[src/rtl/spi_eng_pkg.sv]
package spi_eng_pkg;
  localparam int CTRL_W        = 32;
  localparam logic [CTRL_W-1:0] CTRL_RESET = 32'h8000_0102;
  localparam int CTRL_EN_BIT   = 0;
  localparam int CTRL_CNT_LSB  = 8;
  localparam int CTRL_HOLD_BIT = 26;
  localparam int CTRL_SRST_BIT = 31;

  localparam int FSZ_W         = 6;
  localparam int FSZ_RESET     = 4;
  localparam int DIV_RESET     = 7;

  localparam int STATUS_W      = 15;
  localparam int FLAG_W        = 3;
  localparam int ST_DONE       = 0;
  localparam int ST_RXRDY      = 1;
  localparam int ST_OVF        = 2;
  localparam int ST_RXEMP      = 6;
  localparam int ST_TXEMP      = 10;
  localparam int ST_SEL        = 13;
  localparam int ST_ACT        = 14;
endpackage

[src/rtl/spi_cfg_regs.sv]
module spi_cfg_regs
  import spi_eng_pkg::*;
#(
  parameter int WORD_W = 32,
  parameter int DIV_W  = 8
) (
  input  logic              clk,
  input  logic              rst,
  input  logic              ctrl_wr,
  input  logic [CTRL_W-1:0] ctrl_wdata,
  input  logic              fsz_wr,
  input  logic [FSZ_W-1:0]  fsz_wdata,
  input  logic              div_wr,
  input  logic [DIV_W-1:0]  div_wdata,
  output logic [CTRL_W-1:0] ctrl_q,
  output logic [FSZ_W-1:0]  fsz_q,
  output logic [DIV_W-1:0]  div_q,
  output logic              soft_rst
);
  localparam logic [FSZ_W-1:0] FSZ_MAX = FSZ_W'(WORD_W);

  logic fsz_ok;

  assign soft_rst = ctrl_wr & ctrl_wdata[CTRL_SRST_BIT];
  assign fsz_ok   = fsz_wr && !ctrl_q[CTRL_EN_BIT] && (fsz_wdata <= FSZ_MAX);

  always_ff @(posedge clk) begin
    if (rst || soft_rst) begin
      ctrl_q <= CTRL_RESET;
      fsz_q  <= FSZ_W'(FSZ_RESET);
      div_q  <= DIV_W'(DIV_RESET);
    end else begin
      if (ctrl_wr) ctrl_q <= ctrl_wdata;
      if (fsz_ok)  fsz_q  <= fsz_wdata;
      if (div_wr)  div_q  <= div_wdata;
    end
  end

  // stored frame size never exceeds the word width
  assert_fsz_in_range_R9: assert property (@(posedge clk) disable iff (rst)
    fsz_q <= FSZ_MAX);

  // writes while enabled leave the frame size alone
  assert_fsz_locked_R9: assert property (@(posedge clk) disable iff (rst)
    (fsz_wr && ctrl_q[CTRL_EN_BIT] && !soft_rst) |=> $stable(fsz_q));
endmodule

[src/rtl/spi_shift_unit.sv]
module spi_shift_unit #(
  parameter int WORD_W = 32,
  parameter int DIV_W  = 8,
  parameter int LEN_W  = $clog2(WORD_W + 1)
) (
  input  logic              clk,
  input  logic              rst,
  input  logic              start,
  input  logic [WORD_W-1:0] word,
  input  logic [LEN_W-1:0]  nbits,
  input  logic [DIV_W-1:0]  div,
  input  logic              miso,
  output logic              sclk,
  output logic              mosi,
  output logic              busy,
  output logic              done,
  output logic [WORD_W-1:0] rx_word
);
  logic [WORD_W-1:0] sh_tx;
  logic [DIV_W-1:0]  half_cnt;
  logic [LEN_W-1:0]  bits_left;
  logic [LEN_W:0]    align;

  assign align = (LEN_W+1)'(WORD_W) - {1'b0, nbits};
  assign mosi  = sh_tx[WORD_W-1];

  always_ff @(posedge clk) begin
    if (rst) begin
      sh_tx     <= '0;
      rx_word   <= '0;
      half_cnt  <= '0;
      bits_left <= '0;
      sclk      <= 1'b0;
      busy      <= 1'b0;
      done      <= 1'b0;
    end else begin
      done <= 1'b0;
      if (!busy) begin
        if (start) begin
          sh_tx     <= word << align;
          rx_word   <= '0;
          bits_left <= nbits;
          half_cnt  <= '0;
          sclk      <= 1'b0;
          busy      <= 1'b1;
        end
      end else if (half_cnt == div) begin
        half_cnt <= '0;
        if (!sclk) begin
          sclk    <= 1'b1;
          rx_word <= {rx_word[WORD_W-2:0], miso};
        end else begin
          sclk <= 1'b0;
          if (bits_left == LEN_W'(1)) begin
            busy <= 1'b0;
            done <= 1'b1;
          end else begin
            bits_left <= bits_left - LEN_W'(1);
            sh_tx     <= {sh_tx[WORD_W-2:0], 1'b0};
          end
        end
      end else begin
        half_cnt <= half_cnt + DIV_W'(1);
      end
    end
  end

  // serial clock rests low outside a frame
  assert_sclk_idle_low_R3: assert property (@(posedge clk) disable iff (rst)
    !busy |-> !sclk);

  // a completion pulse only follows a shifting frame
  assert_done_after_shift_R3: assert property (@(posedge clk) disable iff (rst)
    done |-> $past(busy));
endmodule

[src/rtl/spi_frame_seq.sv]
module spi_frame_seq
  import spi_eng_pkg::*;
#(
  parameter int WORD_W = 32,
  parameter int CNT_W  = 16
) (
  input  logic              clk,
  input  logic              rst,
  input  logic              enable,
  input  logic              hold_sel,
  input  logic [CNT_W-1:0]  cnt_field,
  input  logic              ctrl_wr,
  input  logic [CNT_W-1:0]  cnt_wdata,
  input  logic              tx_empty,
  input  logic              busy,
  input  logic              done,
  input  logic [WORD_W-1:0] rx_word,
  input  logic              rx_full,
  input  logic [FLAG_W-1:0] flag_clr,
  input  logic              rx_read,
  output logic              start,
  output logic              tx_pop,
  output logic              rx_push,
  output logic [WORD_W-1:0] rx_data,
  output logic              cs_n,
  output logic [FLAG_W-1:0] flags_st,
  output logic [FLAG_W-1:0] flags_raw
);
  logic [CNT_W-1:0] cnt_q;
  logic             last;

  assign start = enable && !tx_empty && (cnt_q != '0) && !busy && !done && !tx_pop;
  assign last  = (cnt_q <= CNT_W'(1));

  always_ff @(posedge clk) begin
    if (rst) begin
      cnt_q     <= CNT_W'(1);
      cs_n      <= 1'b1;
      flags_st  <= '0;
      flags_raw <= '0;
      tx_pop    <= 1'b0;
      rx_push   <= 1'b0;
      rx_data   <= '0;
    end else begin
      tx_pop  <= start;
      rx_push <= 1'b0;
      flags_raw <= flags_raw & ~flag_clr;
      if (rx_read) flags_st[ST_OVF] <= 1'b0;
      if (start) begin
        cs_n                 <= 1'b0;
        flags_st[ST_DONE]    <= 1'b0;
        flags_st[ST_RXRDY]   <= 1'b0;
      end
      if (done) begin
        if (rx_full) begin
          flags_st[ST_OVF]  <= 1'b1;
          flags_raw[ST_OVF] <= 1'b1;
        end else begin
          rx_push <= 1'b1;
          rx_data <= rx_word;
        end
        if (last) begin
          cnt_q               <= cnt_field;
          cs_n                <= 1'b1;
          flags_st[ST_DONE]   <= 1'b1;
          flags_st[ST_RXRDY]  <= 1'b1;
          flags_raw[ST_DONE]  <= 1'b1;
          flags_raw[ST_RXRDY] <= 1'b1;
        end else begin
          cnt_q <= cnt_q - CNT_W'(1);
          if (!hold_sel) cs_n <= 1'b1;
        end
      end
      if (ctrl_wr) cnt_q <= cnt_wdata;
    end
  end

  // the queue pop follows the frame start by one cycle
  assert_pop_follows_start_R2: assert property (@(posedge clk) disable iff (rst)
    start |=> tx_pop);

  // a full receive queue never receives a push
  assert_no_push_when_full_R8: assert property (@(posedge clk) disable iff (rst)
    (done && rx_full) |=> !rx_push);

  // the last frame of a burst raises done and releases the select
  assert_last_frame_flags_R7: assert property (@(posedge clk) disable iff (rst)
    (done && cnt_q == CNT_W'(1) && !ctrl_wr) |=> (flags_raw[ST_DONE] && flags_st[ST_DONE] && cs_n));
endmodule

[src/rtl/spi_frame_engine.sv]
module spi_frame_engine
  import spi_eng_pkg::*;
#(
  parameter int WORD_W = 32,
  parameter int DIV_W  = 8,
  parameter int CNT_W  = 16
) (
  input  logic              clk,
  input  logic              rst,
  input  logic              ctrl_wr,
  input  logic [31:0]       ctrl_wdata,
  input  logic              fsz_wr,
  input  logic [5:0]        fsz_wdata,
  input  logic              div_wr,
  input  logic [DIV_W-1:0]  div_wdata,
  input  logic [2:0]        flag_clr,
  input  logic              rx_read,
  input  logic              tx_empty,
  input  logic [WORD_W-1:0] tx_data,
  output logic              tx_pop,
  input  logic              rx_full,
  input  logic              rx_empty,
  output logic              rx_push,
  output logic [WORD_W-1:0] rx_data,
  output logic              sclk,
  output logic              mosi,
  input  logic              miso,
  output logic              cs_n,
  output logic [31:0]       ctrl_q,
  output logic [5:0]        fsz_q,
  output logic [DIV_W-1:0]  div_q,
  output logic [14:0]       status,
  output logic [2:0]        irq_raw
);
  localparam int LEN_W = $clog2(WORD_W + 1);

  logic              soft_rst;
  logic              rst_all;
  logic              start;
  logic              busy;
  logic              done;
  logic [WORD_W-1:0] rx_word;
  logic [LEN_W-1:0]  nbits;
  logic [FLAG_W-1:0] flags_st;

  assign rst_all = rst | soft_rst;
  assign nbits   = (fsz_q == '0) ? LEN_W'(1) : LEN_W'(fsz_q);

  spi_cfg_regs #(.WORD_W(WORD_W), .DIV_W(DIV_W)) u_cfg (
    .clk(clk), .rst(rst),
    .ctrl_wr(ctrl_wr), .ctrl_wdata(ctrl_wdata),
    .fsz_wr(fsz_wr), .fsz_wdata(fsz_wdata),
    .div_wr(div_wr), .div_wdata(div_wdata),
    .ctrl_q(ctrl_q), .fsz_q(fsz_q), .div_q(div_q),
    .soft_rst(soft_rst)
  );

  spi_shift_unit #(.WORD_W(WORD_W), .DIV_W(DIV_W), .LEN_W(LEN_W)) u_shift (
    .clk(clk), .rst(rst_all), .start(start), .word(tx_data),
    .nbits(nbits), .div(div_q), .miso(miso),
    .sclk(sclk), .mosi(mosi), .busy(busy), .done(done), .rx_word(rx_word)
  );

  spi_frame_seq #(.WORD_W(WORD_W), .CNT_W(CNT_W)) u_seq (
    .clk(clk), .rst(rst_all),
    .enable(ctrl_q[CTRL_EN_BIT]),
    .hold_sel(ctrl_q[CTRL_HOLD_BIT]),
    .cnt_field(ctrl_q[CTRL_CNT_LSB +: CNT_W]),
    .ctrl_wr(ctrl_wr),
    .cnt_wdata(ctrl_wdata[CTRL_CNT_LSB +: CNT_W]),
    .tx_empty(tx_empty), .busy(busy), .done(done), .rx_word(rx_word),
    .rx_full(rx_full), .flag_clr(flag_clr), .rx_read(rx_read),
    .start(start), .tx_pop(tx_pop), .rx_push(rx_push), .rx_data(rx_data),
    .cs_n(cs_n), .flags_st(flags_st), .flags_raw(irq_raw)
  );

  always_comb begin
    status           = '0;
    status[ST_DONE]  = flags_st[ST_DONE];
    status[ST_RXRDY] = flags_st[ST_RXRDY];
    status[ST_OVF]   = flags_st[ST_OVF];
    status[ST_RXEMP] = rx_empty;
    status[ST_TXEMP] = tx_empty;
    status[ST_SEL]   = cs_n;
    status[ST_ACT]   = busy;
  end

  // the select is low for the whole of every shifting frame
  assert_cs_low_in_frame_R11: assert property (@(posedge clk) disable iff (rst_all)
    busy |-> !cs_n);
endmodule

[config.mk]
export PLATFORM = sky130hd
export DESIGN_NAME = spi_frame_engine
export DESIGN_NICKNAME = d
export VERILOG_FILES = /design/src/rtl/spi_eng_pkg.sv /design/src/rtl/spi_cfg_regs.sv /design/src/rtl/spi_shift_unit.sv /design/src/rtl/spi_frame_seq.sv /design/src/rtl/spi_frame_engine.sv
export SDC_FILE = /design/constraint.sdc
export NUM_CORES = 1
export LEC_CHECK = 0
export ABC_AREA = 1
export BUFFER_PORTS_ARGS = -buffer_cell sky130_fd_sc_hd__clkbuf_2
export CORE_MARGIN = 5
export CORE_UTILIZATION = 50
export DETAILED_ROUTE_END_ITERATION = 16
export PLACE_DENSITY = 0.72
export SLEW_MARGIN = 10
export SYNTH_ARGS = -nofsm -noshare
export SYNTH_HDL_FRONTEND = slang
export SYNTH_HIERARCHICAL = 1
export SYNTH_SLANG_ARGS = --single-unit
[constraint.sdc]
create_clock -name clk -period 2.7 [get_ports clk]
set_input_delay 0 -clock clk [delete_from_list [all_inputs] [get_ports clk]]
set_output_delay 0 -clock clk [all_outputs]
set_load 0.01 [all_outputs]
==> results.toml <==
[synth]
ys_seq_area_share_pct = 37.71
ys_top_cells_by_area = "dfxtp_1 (38%), nand3_1 (14%), nand2_1 (13%)"
synth-edff-count = 0
yosysTopAreaCellShare_pct = 37.71
yosysTopAreaCell = "dfxtp_1"
syn_inst = 1454
ys.warnings.count = 6
synth_flop_cell = "dfxtp_1"
async_flop_share_pct = 0
ys_seq_elements = 184
yosysUniqueCellTypes = 42
syn-mean-instance-area_um2 = 6.717
syn_area_um2 = 9767

[clocking]
post_cts_buffers = 0
clk_pin_slew_worst_paths_ns = 0.08
ctsLongestPathBuffers = 2
cts.sinks = 184
cts_made_buffers = 17
cts_tree = "yes"
root_buffer = "clkbuf_16"
cts.htree.levels = 4
clock_insertion_delay_worst_skew_ns = 0.44

[power]
p_leak_uw = 0.005340
power_uw = 6737
ir_drop_mv = 0.5273
power_density_nw_per_um2 = 556.3

[global_route]
track_usage_pct = 25.36
gr-total-overflow = 0
antenna_found_initial = 0
grt_pass1_wl_um = 46980
grt_max_degree = 61
grt_pass1_vias = 9862

[detailed_routing]
drtIter0Drc = 707
wl_met1_um = 12480
drc = 0
vias = 10460
met3_length_um = 1406
routed_wl_um = 29250
postRouteAntennaNets = 0
wl_per_cell_um = 15.11
wl_met2_um = 14580
viasPerCell = 5.406
top_layer = "met4"
dr.pass1.iters = 8

[timing]
rsz0062_at_grt = "false"
finClkSkew_ns = 0.01761
worst_pin_slew_ns = 0.9962
drv_slew = 0
setup_violations = 0
fin_setup_tns_ns = 0
final-hold-violation-count = 0
clock.fmax_mhz = 408.3
period_share_pct = 90.71
min_period_ns = 2.449
slew_headroom_pct = 33.51

[floorplan]
num_rows = 51
io_pins = 192
coreArea_um2 = 19330
start_util_pct = 50.51
die_y_um = 149.8
die_x_um = 149.8
die-area_um2 = 22430

[placed_design]
portBuffers = 181
dp_hpwl_um = 19320
place_congestion = 0.9245

[min_path]
hp-class = "in -> out"

[critical_path]
cp.required_ns = 3.05
cpMostUsedCell = "nor2_1"
critical_path_class = "reg -> reg"
cpMaxStageDelayCell = "dfxtp_1"
critical_path.max_fanout = 36
crit_path_cell_trace = "nor2_1 > nand3_1 > nand2_1 > inv_2 > ha_1 > clkinv_1 > buf_4 > nand4_1 > or2_1 > nor2_1 > nor2_1 > nor2_1 > o21ai_1 > a21oi_1"
arrival_ns = 2.80
crit_path_start_kind = "flip-flop"
critPathMaxStageDelay_ns = 0.32
crit_path_end_kind = "flip-flop"

[cells_and_area]
final_cell_mix = "nand2_1 (344), nand3_1 (280), dfxtp_1 (184), clkbuf_2 (181), nor2_1 (144)"
final_common_cell = "nand2_1"
fin_util_pct = 62.64
drive_gt1_share_pct = 17.90
fin_nets = 1755
n_antenna_cell = 0
area_growth_pct = 24.01

[flow_run]
max_cap_viol_count = 0

[status]
status = "finished, final reports clean"
worst paths after layout:
path                       from                  to  slack (ns)  cells after the start
max              u_cfg/fsz_q[1]   u_shift/sh_tx[16]        0.25                     14
min reg2reg  u_seq/flags_raw[0]  u_seq/flags_raw[0]        0.46                      2
max reg2reg      u_cfg/fsz_q[1]   u_shift/sh_tx[16]        0.25                     14
min                    rx_empty           status[6]     0.00002                      0
routing by layer:
metal,track usage (%),up-vias
li1,-,5248
met2,45.48,337
met4,9.012,0
met3,3.967,61
met1,30.76,4814
met5,0,-
cells in the mapped netlist, types with 4 or more instances:
| cell | count |
|---|---|
| nor2_4 | 4 |
| xor2_1 | 4 |
| buf_2 | 26 |
| buf_1 | 7 |
| nand2_1 | 344 |
| o21ai_1 | 7 |
| a21oi_2 | 26 |
| a31oi_1 | 19 |
| inv_1 | 69 |
| o21ai_0 | 58 |
| or2_1 | 4 |
| clkbuf_1 | 52 |
| buf_4 | 16 |
| a21oi_1 | 111 |
| nand2_2 | 4 |
| nor3_1 | 5 |
| dfxtp_1 | 184 |
| nand4_1 | 10 |
| a22oi_1 | 15 |
| nand3_1 | 280 |
| nor2_2 | 4 |
| ha_1 | 7 |
| xnor2_1 | 11 |
| buf_6 | 8 |
| nor2_1 | 144 |
| inv_2 | 8 |
| nand3b_1 | 5 |
cells by family after synthesis:
group | synth area share (%)
AND/OR/NAND/NOR | 36.31
AO/OA/AOI/OAI | 14.81
buffers and inverters | 8.788
flip-flops | 37.71
XOR/XNOR | 1.345
adder cells (fa/ha/maj) | 0.8967
other | 0.03840
multiplexers | 0.1025
where the power goes:
group	internal, µW	switching [µW]
registers	2770	50.6
clock network	1270	1280
logic	501	867
flip-flops by register name, summed over array words and instances (netlist names), 3 cells and up:
signal and cells:
u_cfg/div_q 8, u_cfg/ctrl_q 32, u_shift/bits_left 6, u_seq/flags_raw 3, u_shift/rx_word 32, u_seq/rx_data 32, u_seq/flags_st 3, u_seq/cnt_q 16
u_cfg/fsz_q 6, u_shift/sh_tx 32, u_shift/half_cnt 8
critical path: cells and delay by family (launching register included):
kind            cells  cell delay [ns]
fa+ha+maj           1             0.31
compound gates      2             0.26
simple gates        8             1.05
buf+inv             3             0.44
flops               1             0.32
stage by stage:
step | hold slack [ns] | instances | worst slack (ns) | area [µm²]
detailed placement | 0.00006862 | 1829 | 0.2981 | 10750
floorplan | 0.09177 | 1461 | 0.1673 | 9793
finish | 0.00002186 | 1935 | 0.2507 | 12110
global route | 0.00005985 | 1935 | 0.05687 | 12110
CTS | 0.00006862 | 1935 | 0.2613 | 12110
global placement | 0.00006862 | 1829 | 0.3434 | 10750
repair_timing:
item	4_1_cts	5_1_grt
hold endpoints to repair	67	0
hold buffers	74	0
resized for setup	0	1
endpoints found under the setup margin	0	3
final cells by class:
type	instances	area, µm²
fillers	1814	7223
repair buffers	286	1908
well taps	265	331.6
clock inverters	15	195.2
inverters	79	296.5
multi-input cells	1089	5271
clock buffers	17	425.4
flip-flops and latches	184	3684
No activity file was read; power rests on OpenSTA's default activity.
